[config.mk]
export PLATFORM = sky130hd
export DESIGN_NAME = scl_clock_sync
export DESIGN_NICKNAME = d
export VERILOG_FILES = /design/src/rtl/scl_sync_pkg.sv /design/src/rtl/scl_sync_chain.sv /design/src/rtl/scl_phase_cnt.sv /design/src/rtl/scl_clock_sync.sv
export SDC_FILE = /design/constraint.sdc
export NUM_CORES = 1
export LEC_CHECK = 0
export BUFFER_PORTS_ARGS = -buffer_cell sky130_fd_sc_hd__buf_2
export CAP_MARGIN = 20
export CORE_MARGIN = 2
export CORE_UTILIZATION = 40
export DETAILED_ROUTE_END_ITERATION = 10
export HOLD_SLACK_MARGIN = 0.15
export PLACE_DENSITY = 0.74
export SETUP_SLACK_MARGIN = 0.1
export SKIP_LAST_GASP = 1
export SLEW_MARGIN = 20
export SYNTH_ARGS = -nofsm -noshare
export SYNTH_HDL_FRONTEND = slang
export SYNTH_SLANG_ARGS = --single-unit
[constraint.sdc]
create_clock -name clk -period 2.2 [get_ports clk]
set_input_delay 0.44 -clock clk [delete_from_list [all_inputs] [get_ports clk]]
set_output_delay 0.44 -clock clk [all_outputs]
set_load 0.005 [all_outputs]
[src/rtl/scl_sync_pkg.sv]
package scl_sync_pkg;

  typedef enum logic [1:0] {
    PH_IDLE = 2'd0,
    PH_LOW  = 2'd1,
    PH_WAIT = 2'd2,
    PH_HIGH = 2'd3
  } scl_phase_e;

endpackage

[src/rtl/scl_sync_chain.sv]
module scl_sync_chain #(
  parameter int  STAGES    = 2,
  parameter logic RESET_VAL = 1'b1
) (
  input  logic clk,
  input  logic rst_n,
  input  logic d,
  output logic q
);

  logic [STAGES-1:0] ff;

  generate
    for (genvar s = 0; s < STAGES; s++) begin : g_stage
      if (s == 0) begin : g_first
        always_ff @(posedge clk or negedge rst_n) begin
          if (!rst_n) ff[s] <= RESET_VAL;
          else        ff[s] <= d;
        end
      end else begin : g_next
        always_ff @(posedge clk or negedge rst_n) begin
          if (!rst_n) ff[s] <= RESET_VAL;
          else        ff[s] <= ff[s-1];
        end
      end
    end
  endgenerate

  assign q = ff[STAGES-1];

endmodule

[src/rtl/scl_phase_cnt.sv]
module scl_phase_cnt #(
  parameter int CNT_W = 8
) (
  input  logic             clk,
  input  logic             rst_n,
  input  logic             clr,
  input  logic             load,
  input  logic [CNT_W-1:0] load_val,
  input  logic             dec,
  output logic [CNT_W-1:0] cnt,
  output logic             last
);

  localparam logic [CNT_W-1:0] ONE = {{(CNT_W-1){1'b0}}, 1'b1};

  always_ff @(posedge clk or negedge rst_n) begin
    if (!rst_n)    cnt <= '0;
    else if (clr)  cnt <= '0;
    else if (load) cnt <= load_val;
    else if (dec)  cnt <= cnt - ONE;
  end

  assign last = (cnt <= ONE);

  // a decrement is only requested while more than one cycle remains
  AST_CNT_NO_UNDERFLOW: assert property (@(posedge clk) disable iff (!rst_n)
    dec |-> !last) else $error("phase counter decremented past its end");

  // a freshly loaded count never starts at zero
  AST_LOAD_NONZERO: assert property (@(posedge clk) disable iff (!rst_n)
    (load && !clr) |=> cnt != '0) else $error("phase counter loaded with zero");

endmodule

[src/rtl/scl_clock_sync.sv]
module scl_clock_sync #(
  parameter int CNT_W       = 8,
  parameter int SYNC_STAGES = 2
) (
  input  logic             clk,
  input  logic             rst_n,
  input  logic             enable,
  input  logic [CNT_W-1:0] low_div,
  input  logic [CNT_W-1:0] high_div,
  input  logic             scl_in,
  output logic             scl_drive_low,
  output logic             sample_stb,
  output logic             shift_stb
);

  import scl_sync_pkg::*;

  // the low phase must outlast the synchronizer so WAIT never sees a stale high
  localparam int               MIN_LOW   = SYNC_STAGES + 1;
  localparam logic [CNT_W-1:0] MIN_LOW_V = MIN_LOW[CNT_W-1:0];
  localparam logic [CNT_W-1:0] ONE       = {{(CNT_W-1){1'b0}}, 1'b1};

  scl_phase_e       phase, phase_nxt;
  logic             scl_s;
  logic             cnt_clr, cnt_load, cnt_dec, cnt_last;
  logic [CNT_W-1:0] cnt_val, cnt_load_val;
  logic [CNT_W-1:0] eff_low, eff_high;

  scl_sync_chain #(
    .STAGES    (SYNC_STAGES),
    .RESET_VAL (1'b1)
  ) i_sync (
    .clk   (clk),
    .rst_n (rst_n),
    .d     (scl_in),
    .q     (scl_s)
  );

  scl_phase_cnt #(
    .CNT_W (CNT_W)
  ) i_cnt (
    .clk      (clk),
    .rst_n    (rst_n),
    .clr      (cnt_clr),
    .load     (cnt_load),
    .load_val (cnt_load_val),
    .dec      (cnt_dec),
    .cnt      (cnt_val),
    .last     (cnt_last)
  );

  assign eff_low  = (low_div < MIN_LOW_V) ? MIN_LOW_V : low_div;
  assign eff_high = (high_div == '0) ? ONE : high_div;

  always_comb begin
    phase_nxt    = phase;
    cnt_clr      = 1'b0;
    cnt_load     = 1'b0;
    cnt_dec      = 1'b0;
    cnt_load_val = eff_low;
    if (!enable) begin
      phase_nxt = PH_IDLE;
      cnt_clr   = 1'b1;
    end else begin
      unique case (phase)
        PH_IDLE: begin
          phase_nxt = PH_LOW;
          cnt_load  = 1'b1;
        end
        PH_LOW: begin
          if (cnt_last) phase_nxt = PH_WAIT;
          else          cnt_dec   = 1'b1;
        end
        PH_WAIT: begin
          if (scl_s) begin
            phase_nxt    = PH_HIGH;
            cnt_load     = 1'b1;
            cnt_load_val = eff_high;
          end
        end
        PH_HIGH: begin
          if (!scl_s || cnt_last) begin
            phase_nxt = PH_LOW;
            cnt_load  = 1'b1;
          end else begin
            cnt_dec = 1'b1;
          end
        end
        default: phase_nxt = PH_IDLE;
      endcase
    end
  end

  always_ff @(posedge clk or negedge rst_n) begin
    if (!rst_n) begin
      phase         <= PH_IDLE;
      scl_drive_low <= 1'b0;
      shift_stb     <= 1'b0;
      sample_stb    <= 1'b0;
    end else begin
      phase         <= phase_nxt;
      scl_drive_low <= (phase_nxt == PH_LOW);
      shift_stb     <= (phase_nxt == PH_LOW)  && (phase != PH_LOW);
      sample_stb    <= (phase_nxt == PH_HIGH) && (phase != PH_HIGH);
    end
  end

  AST_OFF_RELEASES: assert property (@(posedge clk) disable iff (!rst_n)
    !enable |=> (!scl_drive_low && !sample_stb && !shift_stb))
    else $error("outputs active while disabled");

  AST_WAIT_HOLDS: assert property (@(posedge clk) disable iff (!rst_n)
    (phase == PH_WAIT && !scl_s) |=> (!sample_stb && !scl_drive_low))
    else $error("left wait while bus still low");

  AST_ABANDON_HIGH: assert property (@(posedge clk) disable iff (!rst_n)
    (phase == PH_HIGH && !scl_s && enable) |=> scl_drive_low)
    else $error("high count not abandoned");

  AST_SHIFT_AT_FALL: assert property (@(posedge clk) disable iff (!rst_n)
    $rose(scl_drive_low) |-> shift_stb) else $error("missing shift strobe");

  AST_SHIFT_ONLY_FALL: assert property (@(posedge clk) disable iff (!rst_n)
    shift_stb |-> (scl_drive_low && !$past(scl_drive_low)))
    else $error("stray shift strobe");

  AST_SAMPLE_ON_RISE: assert property (@(posedge clk) disable iff (!rst_n)
    sample_stb |-> ($past(scl_s) && !scl_drive_low))
    else $error("sample strobe without bus high");

  AST_SAMPLE_SINGLE: assert property (@(posedge clk) disable iff (!rst_n)
    sample_stb |=> !sample_stb) else $error("sample strobe longer than one cycle");

endmodule

==> impl_results.md <==
* Result of the run: finished clean
* Max H-tree Level at 1
* Via count at slightly above 900
* Cells after Synth at a little over 100
* Area enclosed by the die boundary at 0.00280 mm²
* Count of state elements after synthesis at 15
* Total power per unit cell area at between 1000 and 1500 mW/mm²
* CTS tree: yes
* Most common library cell in the layout ignoring fill and taps: sky130_fd_sc_hd__buf_2
* Endpoint type of the worst setup path: flop
* Fill cells at 197
* Final min period at around 2100 ps
* Maximum buffer depth of the clock tree at 2
* Count of antenna-violating nets left after detailed routing at 0
* Number of max-capacitance violations reported at 0
* Max Clock Freq at 0.483 GHz
* Adder-cell share of the synthesized area at 0.0261
* Flop2flop setup slack at 130 ps
* Number of hold-slack violations in the final timing report at 0
* Cell at the root of the clock tree: sky130_fd_sc_hd__clkbuf_4
* Clock Pin Slew Worst Setup and Hold Paths at 80 ps
* Worst hold slack at 247 ps
* Number of DRC markers after the initial detailed-route iteration at 30
* Post-layout net count at 159
* Startpoint Class: flop
* Length of the first detailed-routing pass in iterations at 4
* Estimated wirelength of the detail-placed design at slightly below 2000 µm
* Routability congestion estimate at 0.886
* Data required time at the worst endpoint at 2370 ps
* CTS Sinks at 15
* Per-cell via count in the routed design at 5.65
* Depth of the worst register-to-register path at 7
* Crit path launch: i_cnt.cnt[4]
* Placeable Area at 0.00223 mm²
* Transition time of the tightest slew-check pin at 346 ps
* Via count of the first global-routing pass at 905
* Setup Skew at 8.85 ps
* Commonest non-fill, non-tap cells in the layout: 22 x sky130_fd_sc_hd__buf_2, 13 x sky130_fd_sc_hd__dfrtp_1, 10 x sky130_fd_sc_hd__nor3_1
* R2R Path Start: i_cnt.cnt[4]
* Sum of routed wire length over all layers at between 2000 and 3000 µm
* Average footprint of a synthesized cell at 9.48 µm²
* Proportion of synthesized chip area in sequential cells at 0.395
* Peak supply drop at 0.000651 V
* Inserted Diodes at 0
* Min-Delay Path Depth at 1
* Slowest stage delay, CP at between 500 and 600 ps
* Leakage power figure at 0.593 nW
* Series of cell instances along the critical path: or4_4 > o311a_4 > nor3_4 > buf_6 > buf_6 > mux2i_1 > o21ai_1
* Area added between synthesis and finish at 28.6%
* Post-Synth Simple-Gate Area at 0.224
* Initial cell density of the core at 0.429
* Type of the tightest min-delay check: in2reg
* Setup repair after global routing missed its margin: yes
* Number of nets in the synthesized netlist at roughly 120
* Final setup viols at 0
* Layout cell share with drive strength beyond 1 at 0.360
* Most frequent CP cell: sky130_fd_sc_hd__buf_6
* Remaining design rule violation count at 0
* Crit path to: i_cnt.cnt[2]
* Dominant combinational cell family by area after synthesis: simple AND/OR/NAND/NOR gates
* Number of CTS-inserted buffers at 3
* Global-route total usage across every layer at 0.214
* Total of buffers placed on input and output ports at 22
* Top fanout value on the critical path at 4
* Die Width at 52.9 µm
* Congestion Overflow GR at 0
* Wire length per cell after detailed routing at 15.3 µm
* Wire length of the first global-routing pass at approximately 4200 µm
* # IOs at 23
* Data arrival time at the worst-slack endpoint at 2240 ps
* Antenna violations before repair at 0
* Compound-Gate Fraction of Synth Area at 0.161
* Insertion delay to the later sink of the worst-skew pair at slightly below 300 ps
* Slew Limit Headroom at 0.769
* Number of rows in the core area at 17
* Multiplexer share of the synthesized area at 0.153
* Critical register-to-register path endpoint: i_cnt.cnt[2]
* Final-report max-slew violation count at 0
* Pin count of the biggest net entering global routing at 16
* Synthesis warning total at 0
* Slowest stage cell, crit path: sky130_fd_sc_hd__or4_4
* Post-Layout Cell Count at 164
* Vert. Die Dim at between 50 and 60 µm
* Path type of the worst setup path: reg2reg
* Share of the clock period used by the worst path at 0.942
* Count of cell types in the netlist at 32
* Post-placement cell count at 157
* Xor and xnor fraction of the mapped netlist area at 0
* Post-synthesis cell area at 957 µm²
-- kinds of logic after synthesis --
kind of cell | count (synthesis)
AOI/OAI and AO/OA | 22
adders and majority gates | 2
buffers and inverters | 10
DFF | 15
muxes | 14
and+or+nand+nor | 38
-- worst min path at each step --
| stage | start | endpoint | slack [ps] |
|---|---|---|---|
| 2_1_floorplan | rst_n | i_cnt.cnt[0] | 140 |
| 3_5_place_dp | i_sync.ff[0] | i_sync.q | 350 |
| 6_report | scl_in | i_sync.ff[0] | 250 |
| 5_1_grt | scl_in | i_sync.ff[0] | 220 |
| 4_1_cts | scl_in | i_sync.ff[0] | 230 |
| 3_3_place_gp | i_sync.ff[0] | i_sync.q | 350 |
-- stage by stage --
step	setup slack, ps	power (W)	TNS, ps	cell area [µm²]	utilization
final	128	0.00142	0	1230	0.551
after global routing	53.7	0.00154	0	1230	0.551
after CTS	104	0.00140	0	1220	0.546
after detailed placement	56.6	0.00118	0	1160	0.518
after global placement	98.7	0.00116	0	1160	0.518
after floorplan	-14.5	0.000916	-14.5	957	-
-- where the power goes --
part	total [W]	switching [W]	internal, W	leakage (nW)
clock network	0.000162	0.0000912	0.0000705	0.0150
registers	0.000411	0.0000540	0.000358	0.190
logic	0.000846	0.000433	0.000413	0.388
total	0.00142	0.000578	0.000841	0.593
-- worst max-delay path, delay by kind of cell (launching register included) --
kind / cells / cell delay (ps)
AND/OR/NAND/NOR: 2 / 710
buffers and inverters: 2 / 240
AO/OA/AOI/OAI: 2 / 420
flip-flops: 1 / 380
multiplexers: 1 / 200
-- state kept, by name, summed over array words and instances (netlist names) --
name and flops:
scl_drive_low 1, shift_stb 1, i_cnt.cnt 8, i_sync.q 1, sample_stb 1, i_sync.ff 1
phase 2
-- final cells by class --
class | count | area (µm²) | area share
clock buffer | 4 | 26.3 | 0.0213
inverter | 7 | 26.3 | 0.0213
multi-input combinational | 76 | 556 | 0.451
sequential | 15 | 378 | 0.307
tap | 28 | 35.0 | 0.0285
timing repair buffer | 34 | 210 | 0.171
-- synthesized netlist by cell type, drive strengths merged --
cell / number / area [µm²]
o311a: 1 / 21.3
a211oi: 1 / 7.51
a21boi: 1 / 7.51
clkbuf: 1 / 3.75
o21a: 2 / 15.0
o22ai: 3 / 18.8
o21ai: 8 / 40.0
ha: 2 / 25.0
mux2i: 9 / 90.1
o32ai: 1 / 8.76
nor3: 11 / 66.3
mux2: 5 / 56.3
nor4: 2 / 12.5
dfrtp: 13 / 325
a21oi: 2 / 10.0
nor2: 9 / 33.8
o31ai: 1 / 7.51
or2: 1 / 6.26
or3: 1 / 6.26
buf: 2 / 10.0
nand2: 2 / 7.51
nand2b: 3 / 18.8
nor2b: 1 / 6.26
nor4b: 1 / 8.76
inv: 7 / 26.3
dfstp: 2 / 52.6
a22o: 2 / 17.5
nand3: 2 / 10.0
nand3b: 1 / 7.51
or4: 4 / 30.0
-- metal layers --
metal  vias up  part of all wire  GRT usage
met4         0             0.025     0.0940
met3         6             0.074     0.0508
met2        40              0.47      0.350
li1        449                 -          -
met1       432              0.43      0.267
met5         -                 0          0
-- what timing repair did --
action                                  CTS  global route
setup buffers                             2             0
hold buffers                              1             0
endpoints found under the hold margin    13             0
cloned                                    0             0
resized for setup                         3             3
pin swaps                                 2             3
endpoints found under the setup margin    8             8
No activity file was read; power rests on OpenSTA's default activity.
